## src/rtl/scl_timer_pkg.sv

```systemverilog
package scl_timer_pkg;
   typedef enum logic [1:0] {
      PH_IDLE = 2'd0,
      PH_LOW  = 2'd1,
      PH_HIGH = 2'd2
   } phase_e;
endpackage

```

## src/rtl/scl_div_shadow.sv

```systemverilog
module scl_div_shadow #(
   parameter int CNT_W = 16
) (
   input  logic               clk,
   input  logic               rst_n,
   input  logic               wr,
   input  logic [2*CNT_W-1:0] word,
   input  logic               load,
   output logic [CNT_W-1:0]   lo,
   output logic [CNT_W-1:0]   hi
);
   logic [2*CNT_W-1:0] pend_q;
   logic [2*CNT_W-1:0] act_q;

   always_ff @(posedge clk or negedge rst_n) begin
      if (!rst_n) begin
         pend_q <= '0;
         act_q  <= '0;
      end else begin
         if (wr)   pend_q <= word;
         if (load) act_q  <= pend_q;
      end
   end

   assign lo = act_q[CNT_W-1:0];
   assign hi = act_q[2*CNT_W-1:CNT_W];

   AST_ACTIVE_HOLD: assert property (@(posedge clk) disable iff (!rst_n)
      !load |=> $stable(act_q)) else $error("active divider changed mid-phase");
endmodule

```

## src/rtl/scl_phase_counter.sv

```systemverilog
module scl_phase_counter
   import scl_timer_pkg::*;
#(
   parameter int CNT_W     = 16,
   parameter int SUB_STEPS = 8
) (
   input  logic             clk,
   input  logic             rst_n,
   input  logic             en,
   input  logic [CNT_W-1:0] lim_lo,
   input  logic [CNT_W-1:0] lim_hi,
   output logic             bnd,
   output logic             lo_end_c,
   output logic             hi_end_c,
   output logic             scl_c,
   output logic             load_req
);
   localparam int STEP_W = $clog2(SUB_STEPS);
   localparam logic [STEP_W-1:0] LAST_STEP = STEP_W'(SUB_STEPS - 1);

   phase_e            phase_q, phase_n;
   logic [CNT_W-1:0]  sub_q, sub_n, lim;
   logic [STEP_W-1:0] step_q, step_n;
   logic              at_lim, last_step;

   always_comb begin
      lim       = (phase_q == PH_HIGH) ? lim_hi : lim_lo;
      at_lim    = (sub_q == lim);
      last_step = (step_q == LAST_STEP);
      phase_n   = phase_q;
      sub_n     = sub_q + 1'b1;
      step_n    = step_q;
      if (!en) begin
         phase_n = PH_IDLE;
         sub_n   = '0;
         step_n  = '0;
      end else if (phase_q == PH_IDLE) begin
         phase_n = PH_LOW;
         sub_n   = '0;
      end else if (at_lim) begin
         sub_n  = '0;
         step_n = step_q + 1'b1;
         if (last_step) phase_n = (phase_q == PH_LOW) ? PH_HIGH : PH_LOW;
      end
   end

   always_ff @(posedge clk or negedge rst_n) begin
      if (!rst_n) begin
         phase_q <= PH_IDLE;
         sub_q   <= '0;
         step_q  <= '0;
      end else begin
         phase_q <= phase_n;
         sub_q   <= sub_n;
         step_q  <= step_n;
      end
   end

   assign bnd      = en && (phase_q != PH_IDLE) && at_lim;
   assign lo_end_c = bnd && last_step && (phase_q == PH_LOW);
   assign hi_end_c = bnd && last_step && (phase_q == PH_HIGH);
   assign load_req = !en || (phase_q == PH_IDLE) || hi_end_c;
   assign scl_c    = (phase_n != PH_LOW);

   AST_IDLE_WHEN_OFF: assert property (@(posedge clk) disable iff (!rst_n)
      !en |=> (phase_q == PH_IDLE) && (sub_q == '0) && (step_q == '0)) else $error("counters not cleared");
   AST_SUB_IN_RANGE: assert property (@(posedge clk) disable iff (!rst_n)
      sub_q <= lim) else $error("sub-step counter past its limit");
   AST_NO_IDLE_TICK: assert property (@(posedge clk) disable iff (!rst_n)
      (phase_q == PH_IDLE) |-> !bnd) else $error("boundary while idle");
endmodule

```

## src/rtl/scl_strobe_stage.sv

```systemverilog
module scl_strobe_stage #(
   parameter bit REG_OUT = 1'b1
) (
   input  logic clk,
   input  logic rst_n,
   input  logic bnd,
   input  logic lo_end_c,
   input  logic hi_end_c,
   input  logic scl_c,
   output logic scl,
   output logic tick,
   output logic low_end,
   output logic high_end
);
   logic scl_q;

   always_ff @(posedge clk or negedge rst_n) begin
      if (!rst_n) scl_q <= 1'b1;
      else        scl_q <= scl_c;
   end
   assign scl = scl_q;

   if (REG_OUT) begin : g_reg
      logic tick_q, lo_q, hi_q;
      always_ff @(posedge clk or negedge rst_n) begin
         if (!rst_n) begin
            tick_q <= 1'b0;
            lo_q   <= 1'b0;
            hi_q   <= 1'b0;
         end else begin
            tick_q <= bnd;
            lo_q   <= lo_end_c;
            hi_q   <= hi_end_c;
         end
      end
      assign tick     = tick_q;
      assign low_end  = lo_q;
      assign high_end = hi_q;

      AST_LOW_END_RISE: assert property (@(posedge clk) disable iff (!rst_n)
         low_end |-> (scl && !$past(scl))) else $error("low_end not at SCL rise");
      AST_HIGH_END_FALL: assert property (@(posedge clk) disable iff (!rst_n)
         high_end |-> (!scl && $past(scl))) else $error("high_end not at SCL fall");
      AST_LOW_END_PULSE: assert property (@(posedge clk) disable iff (!rst_n)
         low_end |=> !low_end) else $error("low_end wider than one cycle");
      AST_ENDS_EXCL: assert property (@(posedge clk) disable iff (!rst_n)
         !(low_end && high_end)) else $error("both phase ends at once");
      AST_END_HAS_TICK: assert property (@(posedge clk) disable iff (!rst_n)
         (low_end || high_end) |-> tick) else $error("phase end without tick");
   end else begin : g_comb
      assign tick     = bnd;
      assign low_end  = lo_end_c;
      assign high_end = hi_end_c;
   end
endmodule

```

## src/rtl/scl_phase_timer.sv

```systemverilog
module scl_phase_timer #(
   parameter int CNT_W     = 16,
   parameter int SUB_STEPS = 8,
   parameter bit REG_OUT   = 1'b1
) (
   input  logic               clk,
   input  logic               rst_n,
   input  logic               en,
   input  logic               div_wr,
   input  logic [2*CNT_W-1:0] div_word,
   output logic               scl,
   output logic               tick,
   output logic               low_end,
   output logic               high_end
);
   if (CNT_W < 1 || 2 * CNT_W > 32) begin : g_bad_width
      $error("CNT_W must give a divider word of at most 32 bits");
   end
   if (SUB_STEPS < 2 || (SUB_STEPS & (SUB_STEPS - 1)) != 0) begin : g_bad_steps
      $error("SUB_STEPS must be a power of two, at least 2");
   end

   logic [CNT_W-1:0] act_lo, act_hi;
   logic             bnd, lo_end_c, hi_end_c, scl_c, load_req;

   scl_div_shadow #(.CNT_W(CNT_W)) u_shadow (
      .clk  (clk),
      .rst_n(rst_n),
      .wr   (div_wr),
      .word (div_word),
      .load (load_req),
      .lo   (act_lo),
      .hi   (act_hi)
   );

   scl_phase_counter #(.CNT_W(CNT_W), .SUB_STEPS(SUB_STEPS)) u_count (
      .clk     (clk),
      .rst_n   (rst_n),
      .en      (en),
      .lim_lo  (act_lo),
      .lim_hi  (act_hi),
      .bnd     (bnd),
      .lo_end_c(lo_end_c),
      .hi_end_c(hi_end_c),
      .scl_c   (scl_c),
      .load_req(load_req)
   );

   scl_strobe_stage #(.REG_OUT(REG_OUT)) u_strobe (
      .clk     (clk),
      .rst_n   (rst_n),
      .bnd     (bnd),
      .lo_end_c(lo_end_c),
      .hi_end_c(hi_end_c),
      .scl_c   (scl_c),
      .scl     (scl),
      .tick    (tick),
      .low_end (low_end),
      .high_end(high_end)
   );

   AST_IDLE_SCL_HIGH: assert property (@(posedge clk) disable iff (!rst_n)
      !en |=> scl) else $error("SCL not parked high when disabled");
endmodule

```

## config.mk

```make
export PLATFORM = sky130hd
export DESIGN_NAME = scl_phase_timer
export DESIGN_NICKNAME = d
export VERILOG_FILES = /design/src/rtl/scl_timer_pkg.sv /design/src/rtl/scl_div_shadow.sv /design/src/rtl/scl_phase_counter.sv /design/src/rtl/scl_strobe_stage.sv /design/src/rtl/scl_phase_timer.sv
export SDC_FILE = /design/constraint.sdc
export NUM_CORES = 1
export LEC_CHECK = 0
export BUFFER_PORTS_ARGS = -buffer_cell sky130_fd_sc_hd__buf_4
export CORE_MARGIN = 8
export CORE_UTILIZATION = 40
export CTS_CLUSTER_SIZE = 14
export DETAILED_ROUTE_END_ITERATION = 12
export HOLD_SLACK_MARGIN = 0.1
export PLACE_DENSITY_LB_ADDON = 0.2
export SLEW_MARGIN = 5
export SYNTH_ARGS = -nofsm -noshare
export SYNTH_HDL_FRONTEND = slang
export SYNTH_SLANG_ARGS = --single-unit
```

## constraint.sdc

```tcl
create_clock -name clk -period 2.65 [get_ports clk]
set_input_delay 0.53 -clock clk [delete_from_list [all_inputs] [get_ports clk]]
set_output_delay 0.53 -clock clk [all_outputs]
set_load 0.01 [all_outputs]
```

## Word-level counts from Yosys, hierarchy flattened

Cells that the tools add are included.

- Flip-flop bits (word level): 89
- Output and inout bits: 4
- Logic and storage cells: 41

- $add $sub $neg: 2
- Equality and inequality tests: 7
- Multiplexer cells: 12
- Reductions and logical operators: 11

Operators with widths:

| kind | number |
|---|---|
| 16-bit 2-to-1 mux | 4 |
| 16-bit by 1-bit adder with 16-bit output, second input constant | 1 |
| 16-bit equality test | 1 |
| 2-bit 2-to-1 mux | 5 |
| 3-bit 2-to-1 mux | 3 |
| 1-bit logical AND | 5 |
| 2-bit by 1-bit != test with 1-bit output, second input constant | 2 |
| 3-bit by 1-bit adder with 3-bit output, second input constant | 1 |
| 3-bit equality test, second input constant | 1 |
| 2-bit by 1-bit equality test with 1-bit output, second input constant | 1 |
| 2-bit equality test, second input constant | 1 |
| 2-bit zero test | 1 |
| 1-bit logical OR | 2 |
| 2-bit != test, second input constant | 1 |
| 2-bit AND reduction | 1 |
| 2-bit nonzero test | 1 |
| 1-bit zero test | 1 |

## Logic depth before layout (Yosys ltp)

Gate-level depths: netlist of run 1.

- Word-level depth: 7
- Depth in mapped cells: 9

## Modules after synthesis

Synthesis of run 1 repeated with hierarchy kept, for this count alone.

- Cell total of the unflattened synthesis: 318
- Area total of the unflattened synthesis: 4,396.7 µm²

By module, submodules not included:

| module | instances | cells an instance | area an instance (µm²) |
|---|---|---|---|
| scl_div_shadow | 1 | 136 | 2,690.1 |
| scl_phase_counter | 1 | 178 | 1,605.3 |
| scl_strobe_stage | 1 | 4 | 101.3 |

## Least setup slack after synthesis of run 1

Ideal clock, no wire load.

- Kind: reg-to-reg
- Start: register u_count.phase_q[1]
- End: register u_shadow.act_q[0]
- Library setup time: 0.127 ns
- Data arrival time: 2.513 ns
- Data required time: 2.523 ns
- Setup slack: 0.009 ns
- Cell stages (with the launch flop): 9
- Period minus slack after synthesis: 2.641 ns
- Cell sequence: dfrtp_1 -> nor2b_2 -> a2111oi_0 -> nand4_1 -> a2111oi_2 -> nand3_2 -> o31ai_4 -> buf_6 -> mux2_1

- Cells in the longest elaborated chain, start to end: 7
- Elaborated cells between the ends (all ways): 11

RTL lines:

| element | RTL line | source |
|---|---|---|
| start, declared | scl_phase_counter.sv:21 | `phase_e phase_q, phase_n;` |
| start signal, assigned | scl_phase_counter.sv:53 | `phase_q <= phase_n;` |
| 2-bit equality test | scl_phase_counter.sv:27, scl_phase_counter.sv:61 |  |
| 16-bit 2-to-1 mux | scl_phase_counter.sv:27 | `lim = (phase_q == PH_HIGH) ? lim_hi : lim_lo;` |
| 16-bit equality test | scl_phase_counter.sv:28 | `at_lim = (sub_q == lim);` |
| 1-bit logical AND | scl_phase_counter.sv:59 | `assign bnd = en && (phase_q != PH_IDLE) && at_lim;` |
| 1-bit logical AND (2 in a row) | scl_phase_counter.sv:61 | `assign hi_end_c = bnd && last_step && (phase_q == PH_HIGH);` |
| 1-bit logical OR (*) | scl_phase_counter.sv:62 | `assign load_req = !en \|\| (phase_q == PH_IDLE) \|\| hi_end_c;` |
| end signal, assigned | scl_div_shadow.sv:21 | `if (load) act_q <= pend_q;` |
| end, declared | scl_div_shadow.sv:13 | `logic [2*CNT_W-1:0] act_q;` |

Mark *: on every way between the ends. The rest lies on a longest branch, timed or not.
A chain may end at the register's enable or synchronous reset.

## Final worst setup path of run 1

- Start: register u_count.phase_q[1]
- End: register u_shadow.act_q[12]

The elaborated chain is that of the path after synthesis.

==> metrics.txt, run 1 <==
EDFF count, synth 0; Num CTS Buffers 9; Tot Pwr 3.019 mW; Slew @ Worst Pin 0.4531 ns; gpl congestion 0.9011; Final ANT Viol Nets 0; Vias/cell 5.127; number of distinct library cells after synthesis 44; Final Max Tran Viols 0; failing checks negative setup slack; Area growth, synth to finish 31.44%; syn_nets 362; worst endpoint required time 2.90 ns; Syn. warnings 0; die width 116.4 um; crit-path max FO 5; dpl ws -0.1992 ns; Max Clk Rate 0.3681 GHz; Critical Path Source Type flop; vias 2789; drt wl/cell 17.71 um; later-pin clock latency in the skew report 0.36 ns; register bit total from synthesis 89; ANT cells 0; Routed WL 9635 um; port bufs 39; PD cells 569.7 nW/um^2; depth of the most critical reg-to-reg path 10; first-pass GRT wire length 14840 um; placed cells 519; DR DRC count 0; HPWL after DPL 6590 um; crit path capture type flop; Initial Utilization 41.24%; initial antenna violation count 0; Placed Area 4728 um^2; final setup fails 27; GR Util All Layers 14.29%; register area share after synthesis 55.28%; final setup margin -0.06687 ns; RSZ-0062 raised after global routing true; minimum clock period 2.717 ns; Final Non-Filler Cells 544; cell row count 36; Die Area 13550 um^2; CTS clock-pin slew for the worst setup and hold paths 0.09 ns; Rel. slew slack 69.80%; vias in the first global route 2859; Async SR Flop Fraction 100.0%; Root Driver clkbuf_8; ys flop type dfrtp_1; setup TNS -1.270 ns; design area 5299 um^2; CTS Buffer Depth 2; Post-Syn Instances 323; Hold WC Path Type primary input to async pin; CP Data Arrival Time 2.97 ns; chip height 116.4 um; I/O pin count 40; Congestion Overflow GR 0; status complete, but fails checks; Final Skew 0.008234 ns; DRT Pass-1 Iters 4; Post-layout nets 445; htree depth 3; max cap viols 0; Synth Area per Inst 12.48 um^2; CTS sink cnt 89; core area 9774 um^2; final core utilization 54.21%; final-report hold violation count 0; Final Cycle Share 102.5%; TritonCTS clock tree done; crit path kind flop to flop; Mapped Area 4031 um^2; pin count of the biggest net entering global routing 58; Starting DRT DRC Count 126; IR drop worst, VDD 0.2889 mV; Hold WS 0.1115 ns; Leak 2.394 nW; layout cells sized above 1 43.31%
metal layers:
metal / up-vias / routed length (um) / GRT usage, %
li1: 1299 / - / -
met1: 1411 / 4420 / 19.24
met2: 66 / 4547 / 21.46
met3: 13 / 492 / 3.826
met4: 0 / 175 / 5.532
met5: - / 0 / 0
power by group:
group	switching, mW	internal, mW
combinational	0.160	0.266
clock	0.488	0.537
sequential	0.0934	1.47
total	0.741	2.28
Yosys cell counts (2+ instances only):
cell type | n | area, um^2
o221ai_1 | 3 | 26.28
or3_1 | 2 | 12.51
inv_1 | 18 | 67.56
xor2_1 | 9 | 78.83
clkbuf_1 | 4 | 15.01
nand2_1 | 15 | 56.30
buf_1 | 3 | 11.26
mux2_2 | 36 | 405.4
nand2b_1 | 5 | 31.28
buf_6 | 3 | 33.78
a22oi_1 | 2 | 15.01
a221oi_1 | 2 | 17.52
nor2_1 | 23 | 86.33
dfrtp_1 | 88 | 2202
a32o_1 | 3 | 30.03
a2111oi_0 | 3 | 26.28
xnor2_1 | 11 | 96.34
o21ai_0 | 4 | 20.02
o22ai_1 | 4 | 25.02
mux2i_1 | 6 | 60.06
ha_1 | 3 | 37.54
mux2_1 | 30 | 337.8
buf_2 | 2 | 10.01
nand4_1 | 6 | 37.54
nand3_1 | 8 | 40.04
nor3_1 | 3 | 15.01
and3_1 | 3 | 18.77
nor2b_1 | 8 | 50.05
worst paths after layout:
check / startpoint / endpoint / slack, ns
worst max-delay path: u_count.phase_q[1] / u_shadow.act_q[12] / -0.07
worst min-delay path: rst_n / u_count.sub_q[15] / 0.11
worst max register to register: u_count.phase_q[1] / u_shadow.act_q[12] / -0.07
worst min register to register: u_shadow.pend_q[14] / u_shadow.act_q[14] / 0.51
max in group asynchronous: rst_n / u_count.sub_q[4] / 1.90
min in group clk: div_word[0] / u_shadow.pend_q[0] / 0.40
logic make-up after synthesis:
logic type	synth area share, %
AO/OA/AOI/OAI	6.084
adder cells (fa/ha/maj)	0.9312
XOR/XNOR	4.345
buffers and inverters	3.414
flip-flops	55.28
multiplexers	19.93
AND/OR/NAND/NOR	10.03
worst max-delay path, cell delays in order, from the launching register on:
cell       delay, ns
dfrtp_1         0.42
nor2b_4         0.18
a2111oi_2       0.38
buf_4           0.18
a22oi_1         0.06
a22oi_1         0.28
nand3_2         0.17
o31ai_4         0.28
buf_6           0.19
clkbuf_16       0.16
mux2_4          0.30
registers in the layout (all words and copies together), names as in the netlist:
signal	count
u_strobe.low_end	1
u_count.phase_q	2
u_strobe.high_end	1
u_strobe.scl	1
u_count.step_q	3
u_shadow.act_q	32
u_strobe.tick	1
u_count.sub_q	16
u_shadow.pend_q	32
final cells by class:
class	count	area, um^2
clock inverters	6	90.09
multi-input cells	205	1887
fillers	867	4476
repair buffers	83	729.5
inverters	18	67.56
well taps	133	166.4
clock buffers	10	127.6
flip-flops and latches	89	2231
timing repair:
item                       4_1_cts  5_1_grt
resized for setup                8       52
setup endpoints to repair       34       39
gates cloned                     0        5
setup buffers                    0        5
pin swaps                        1        7
hold buffers                     0        0
cells in the final DEF (no fill, tap or decap), types with 3 or more instances in the layout:
| cell type | netlist | routed |
|---|---|---|
| nand2_1 | 15 | 15 |
| mux2_2 | 36 | 34 |
| mux2_4 | 0 | 30 |
| buf_8 | 0 | 3 |
| nand4_1 | 6 | 6 |
| o22ai_1 | 4 | 4 |
| dfrtp_1 | 88 | 86 |
| mux2i_1 | 6 | 6 |
| nand2b_1 | 5 | 4 |
| buf_4 | 0 | 72 |
| buf_12 | 0 | 3 |
| inv_1 | 18 | 18 |
| xnor2_1 | 11 | 11 |
| and3_1 | 3 | 3 |
| nor2_1 | 23 | 23 |
| nor3_1 | 3 | 3 |
| buf_6 | 3 | 3 |
| nor2b_4 | 0 | 4 |
| a32o_1 | 3 | 3 |
| ha_1 | 3 | 3 |
| xor2_1 | 9 | 9 |
| nand3_1 | 8 | 8 |
| nor2b_1 | 8 | 6 |
| clkbuf_8 | 0 | 9 |
| o221ai_1 | 3 | 3 |
| o21ai_0 | 4 | 4 |
| a2111oi_4 | 0 | 3 |
No activity file was read; power rests on OpenSTA's default activity.
==> run 2: changes to the inputs <==
--- a/config.mk
+++ b/config.mk
@@ -6,8 +6,10 @@
 export NUM_CORES = 1
 export LEC_CHECK = 0
 export BUFFER_PORTS_ARGS = -buffer_cell sky130_fd_sc_hd__buf_4
+export CELL_PAD_IN_SITES_DETAIL_PLACEMENT = 2
+export CELL_PAD_IN_SITES_GLOBAL_PLACEMENT = 2
 export CORE_MARGIN = 8
-export CORE_UTILIZATION = 40
+export CORE_UTILIZATION = 36
 export CTS_CLUSTER_SIZE = 14
 export DETAILED_ROUTE_END_ITERATION = 12
 export HOLD_SLACK_MARGIN = 0.1
==> metrics.txt, run 2 (same netlist as run 1, synthesis figures left out) <==
Critical Path Source Type flop (unchanged); cell row count 38 (was 36); Final Skew 0.01505 ns (was 0.008234 ns); initial antenna violation count 0 (unchanged); final setup fails 36 (was 27); max cap viols 0 (unchanged); TritonCTS clock tree done (unchanged); CP Data Arrival Time 3.18 ns (was 2.97 ns); Post-layout nets 439 (was 445); HPWL after DPL 7767 um (was 6590 um); capturing point of the worst reg2reg path u_shadow.act_q[8] (was u_shadow.act_q[12]); Final Cycle Share 110.5% (was 102.5%); drt wl/cell 22.85 um (was 17.71 um); htree depth 3 (unchanged); port bufs 39 (unchanged); reg-to-reg startpoint u_shadow.act_q[5] (was u_count.phase_q[1]); Switching Fraction 24.62% (was 24.55%); Final ANT Viol Nets 0 (unchanged); core area 10890 um^2 (was 9774 um^2); Die Area 14840 um^2 (was 13550 um^2); die width 121.8 um (was 116.4 um); Tot Pwr 3.271 mW (was 3.019 mW); vias in the first global route 3306 (was 2859); layout cells sized above 1 43.46% (was 43.31%); final setup margin -0.2778 ns (was -0.06687 ns); Root Driver clkbuf_8 (unchanged); Slew @ Worst Pin 0.5651 ns (was 0.4531 ns); final-report hold violation count 0 (unchanged); CTS Buffer Depth 2 (unchanged); RSZ-0062 raised after global routing true (unchanged); Net Sw Power 0.8052 mW (was 0.7409 mW); CTS sink cnt 89 (unchanged); top flop regs u_shadow.act_q (32), u_shadow.pend_q (32), u_count.sub_q (16) (unchanged); Hold WS 0.1353 ns (was 0.1115 ns); design area 5358 um^2 (was 5299 um^2); flop2flop setup slack -0.28 ns (was -0.07 ns); crit path capture type flop (unchanged); depth of the most critical reg-to-reg path 10 (unchanged); crit-path max FO 5 (unchanged); IR drop worst, VDD 0.5597 mV (was 0.2889 mV); Num CTS Buffers 9 (unchanged); DR DRC count 0 (unchanged); Routed WL 12450 um (was 9635 um); Final Max Tran Viols 0 (unchanged); minimum clock period 2.928 ns (was 2.717 ns); Initial Utilization 37.03% (was 41.24%); leading cell type in the layout, fill and taps excluded dfrtp_1 (unchanged); Leak 2.418 nW (was 2.394 nW); Vias/cell 5.264 (was 5.127); status complete, but fails checks (unchanged); gpl congestion 0.8833 (was 0.9011); Hold WC Path Type primary input to async pin (unchanged); Rel. slew slack 62.33% (was 69.80%); Congestion Overflow GR 0 (unchanged); first-pass GRT wire length 18910 um (was 14840 um); I/O pin count 40 (unchanged); final core utilization 49.21% (was 54.21%); later-pin clock latency in the skew report 0.37 ns (was 0.36 ns); vias 2869 (was 2789); worst endpoint required time 2.91 ns (was 2.90 ns); layout filler cell count 1059 (was 867); DRT Pass-1 Iters 4 (unchanged); crit path kind flop to flop (unchanged); most frequent cells in the layout 88 x dfrtp_1, 64 x buf_4, 33 x mux2_2, 33 x mux2_4, 21 x nor2_1 (was 86 x dfrtp_1, 72 x buf_4, 34 x mux2_2); GR Util All Layers 16.86% (was 14.29%); chip height 121.8 um (was 116.4 um); Pint 2.466 mW (was 2.278 mW); Max Clk Rate 0.3416 GHz (was 0.3681 GHz); ANT cells 0 (unchanged); Area growth, synth to finish 32.90% (was 31.44%); clock power share 38.1% (was 33.9%); Comb power frac 13.6% (was 14.1%); Flop pwr share 48.3% (was 52.0%); Starting DRT DRC Count 121 (was 126); pin count of the biggest net entering global routing 51 (was 58); failing checks negative setup slack (unchanged); Placed Area 4732 um^2 (was 4728 um^2); CTS clock-pin slew for the worst setup and hold paths 0.09 ns (about the same); PD cells 610.5 nW/um^2 (was 569.7 nW/um^2)
==> run 2: changes by cell type in the layout (fill, tap and decap cells not counted), moves of 2 or more <==
cell	previous run	this run
buf_12	3	6
buf_4	72	64
bufinv_16	2	4
dfrtp_1	86	88
dfrtp_2	2	0
mux2_1	2	0
mux2_4	30	33
mux2i_1	6	4
nor2_1	23	21
nor2_4	0	2
==> run 2: through the flow <==
step           setup slack [ns]  TNS (ns)  instances
2_1_floorplan          0.009034         0        323
3_3_place_gp            -0.2533    -8.340        522
3_5_place_dp            -0.2617    -7.949        522
4_1_cts                -0.07805    -1.482        543
5_1_grt                 -0.3412    -10.07        545
6_report                -0.2778    -7.295        545
==> run 2: power by group through the flow <==
stage | clock network, mW | registers [mW] | logic (mW)
after floorplan | 0 | 1.55 | 0.188
after global placement | 0 | 1.59 | 0.317
after detailed placement | 0 | 1.59 | 0.334
after CTS | 1.26 | 1.57 | 0.391
after global routing | 1.33 | 1.59 | 0.480
final | 1.25 | 1.58 | 0.444
==> run 2: worst max path at each step <==
stage,from,end,cells past startpoint
3_3_place_gp,u_count.phase_q[1],u_shadow.act_q[2],8
4_1_cts,u_shadow.act_q[2],u_shadow.act_q[11],10
5_1_grt,u_shadow.act_q[5],u_shadow.act_q[8],10
6_report,u_shadow.act_q[5],u_shadow.act_q[8],10
2_1_floorplan,u_count.phase_q[1],u_shadow.act_q[0],8
3_5_place_dp,u_count.phase_q[1],u_shadow.act_q[21],8
==> run 2: area by class of cell <==
type / instances / area (um^2) / share of cell area [%]
flip-flops and latches: 89 / 2228 / 41.59
repair buffers: 78 / 728.2 / 13.59
clock buffers: 9 / 123.9 / 2.312
multi-input cells: 204 / 1893 / 35.33
inverters: 18 / 67.56 / 1.261
clock inverters: 7 / 141.4 / 2.639
well taps: 140 / 175.2 / 3.269
==> run 2: what timing repair did <==
action | CTS | global route
hold buffers | 0 | 0
hold endpoints to repair | 0 | 0
buffers inserted | 3 | 2
resized for setup | 28 | 43
endpoints found under the setup margin | 39 | 39
gates cloned | 2 | 2
pin swaps | 3 | 6
==> run 2: per-layer routing <==
metal | vias to the layer above | share of wire [%] | global-route usage [%] | routed length (um)
li1 | 1283 | - | - | -
met2 | 49 | 52 | 28.12 | 6438
met1 | 1522 | 43 | 20.90 | 5414
met3 | 15 | 3.3 | 3.286 | 414
met4 | 0 | 1.5 | 7.170 | 184
met5 | - | 0 | 0 | 0
==> run 2: worst max-delay path: stages, from the launching register on <==
cell	delay [ns]
dfrtp_1	0.41
nor2b_4	0.15
a2111oi_4	0.32
buf_4	0.16
nand4_1	0.17
a2111oi_4	0.47
nand3_2	0.17
o31ai_4	0.26
buf_6	0.21
clkbuf_16	0.17
mux2_4	0.32
==> run 3: changes to the inputs <==
--- a/config.mk
+++ b/config.mk
@@ -14,6 +14,7 @@
 export DETAILED_ROUTE_END_ITERATION = 12
 export HOLD_SLACK_MARGIN = 0.1
 export PLACE_DENSITY_LB_ADDON = 0.2
+export RECOVER_POWER = 50
 export SLEW_MARGIN = 5
 export SYNTH_ARGS = -nofsm -noshare
 export SYNTH_HDL_FRONTEND = slang
==> metrics.txt, run 3 (same netlist as run 1, synthesis figures left out) <==
Slew @ Worst Pin 1.240 ns (was 0.5651 ns); crit path capture type flop (unchanged); GR Util All Layers 16.86% (unchanged); DR DRC count 0 (unchanged); CTS sink cnt 89 (unchanged); Comb power frac 13.5% (was 13.6%); drt wl/cell 22.94 um (was 22.85 um); Hold WC Path Type primary input to async pin (unchanged); Final ANT Viol Nets 0 (unchanged); initial antenna violation count 0 (unchanged); Starting DRT DRC Count 126 (was 121); Critical Path Source Type flop (unchanged); layout cells sized above 1 43.46% (unchanged); Root Driver clkbuf_8 (unchanged); Area growth, synth to finish 32.46% (was 32.90%); Leak 2.412 nW (was 2.418 nW); most frequent cells in the layout 88 x dfrtp_1, 63 x buf_4, 33 x mux2_2, 33 x mux2_4, 21 x nor2_1 (was 88 x dfrtp_1, 64 x buf_4, 33 x mux2_2, 33 x mux2_4, 21 x nor2_1); port bufs 39 (unchanged); DRT Pass-1 Iters 5 (was 4); worst endpoint required time 2.90 ns (was 2.91 ns); final setup fails 36 (unchanged); TritonCTS clock tree done (unchanged); Max Clk Rate 0.3410 GHz (was 0.3416 GHz); Die Area 14840 um^2 (unchanged); CTS clock-pin slew for the worst setup and hold paths 0.09 ns (about the same); design area 5340 um^2 (was 5358 um^2); pin count of the biggest net entering global routing 51 (unchanged); Net Sw Power 0.8034 mW (was 0.8052 mW); chip height 121.8 um (unchanged); Most Crowded Layer GR met2 (unchanged); status complete, but fails checks (unchanged); max cap viols 0 (unchanged); routing usage on met2 28.12% (unchanged); I/O pin count 40 (unchanged); Num CTS Buffers 9 (unchanged); Pint 2.463 mW (was 2.466 mW); Switching Fraction 24.60% (was 24.62%); crit path kind flop to flop (unchanged); crit-path max FO 5 (unchanged); Vias/cell 5.270 (was 5.264); first-pass GRT wire length 18910 um (unchanged); Routed WL 12500 um (was 12450 um); Final Non-Filler Cells 545 (unchanged); vias 2872 (was 2869); M3 GR Usage 3.286% (unchanged); placed cells 522 (unchanged); Placed Area 4732 um^2 (unchanged); top flop regs u_shadow.act_q (32), u_shadow.pend_q (32), u_count.sub_q (16) (unchanged); die width 121.8 um (unchanged); minimum clock period 2.933 ns (was 2.928 ns); Final Skew 0.01619 ns (was 0.01505 ns); final-report hold violation count 0 (unchanged); RSZ-0062 raised after global routing true (unchanged); cell row count 38 (unchanged); Flop pwr share 48.4% (was 48.3%); CP Data Arrival Time 3.18 ns (about the same); leading cell type in the layout, fill and taps excluded dfrtp_1 (unchanged); PD cells 611.6 nW/um^2 (was 610.5 nW/um^2); Rel. slew slack 17.33% (was 62.33%); core area 10890 um^2 (unchanged); final setup margin -0.2827 ns (was -0.2778 ns); Final Max Tran Viols 0 (unchanged); Tot Pwr 3.266 mW (was 3.271 mW); Initial Utilization 37.03% (unchanged); gpl congestion 0.8833 (unchanged); HPWL after DPL 7767 um (unchanged); later-pin clock latency in the skew report 0.37 ns (about the same); vias in the first global route 3306 (unchanged); setup TNS -7.334 ns (was -7.295 ns); Final Cycle Share 110.7% (was 110.5%); failing checks negative setup slack (unchanged); Congestion Overflow GR 0 (unchanged); dpl ws -0.2617 ns (unchanged); Post-layout nets 439 (unchanged); clock power share 38.1% (about the same); htree depth 3 (unchanged); IR drop worst, VDD 0.5608 mV (was 0.5597 mV); ANT cells 0 (unchanged); met1 Track Usage GR 20.90% (unchanged); CTS Buffer Depth 2 (unchanged); Hold WS 0.3274 ns (was 0.1353 ns); final core utilization 49.05% (was 49.21%)
-- run 3: changes by cell type in the layout (fill, tap and decap cells not counted) --
cell	change
buf_12	-1
buf_4	-1
clkbuf_2	+2
-- run 3: critical path, cell delays in order (launching register included) --
cell       delay [ns]
dfrtp_1          0.41
nor2b_4          0.15
a2111oi_4        0.32
buf_4            0.16
nand4_1          0.17
a2111oi_4        0.47
nand3_2          0.17
o31ai_4          0.26
buf_6            0.21
clkbuf_16        0.17
mux2_4           0.32
-- run 3: worst paths after layout --
path,from,end,slack [ns],depth (start not counted)
setup reg to reg,u_shadow.act_q[5],u_shadow.act_q[8],-0.28,10
min in group clk,div_word[11],u_shadow.pend_q[11],0.38,2
hold / removal,rst_n,u_shadow.pend_q[23],0.33,1
setup / recovery,u_shadow.act_q[5],u_shadow.act_q[8],-0.28,10
max in group asynchronous,rst_n,u_shadow.act_q[4],0.54,2
hold reg to reg,u_shadow.pend_q[14],u_shadow.pend_q[14],0.52,1
-- run 3: power by group through the flow --
| stage | sequential (mW) | combinational [mW] | clock [mW] |
|---|---|---|---|
| finish | 1.58 | 0.441 | 1.24 |
| global route | 1.59 | 0.476 | 1.33 |
| CTS | 1.57 | 0.391 | 1.26 |
| detailed placement | 1.59 | 0.334 | 0 |
| global placement | 1.59 | 0.317 | 0 |
| floorplan | 1.55 | 0.188 | 0 |
-- run 3: repair_timing --
action | CTS | global route
hold buffers | 0 | 0
resized for setup | 28 | 43
endpoints found under the setup margin | 39 | 39
pin swaps | 3 | 6
setup buffers | 3 | 2
cloned | 2 | 2
-- run 3: final cells by class --
cell class / count / area [um^2]
fillers: 1062 / 5548
clock inverters: 7 / 141.4
flip-flops and latches: 89 / 2228
clock buffers: 9 / 123.9
well taps: 140 / 175.2
repair buffers: 78 / 710.7
inverters: 18 / 67.56
multi-input cells: 204 / 1893
-- run 3: per-layer routing --
layer,vias to the layer above,wire [um]
li1,1284,-
met1,1522,5400
met2,51,6455
met3,15,464
met4,0,184
met5,-,0
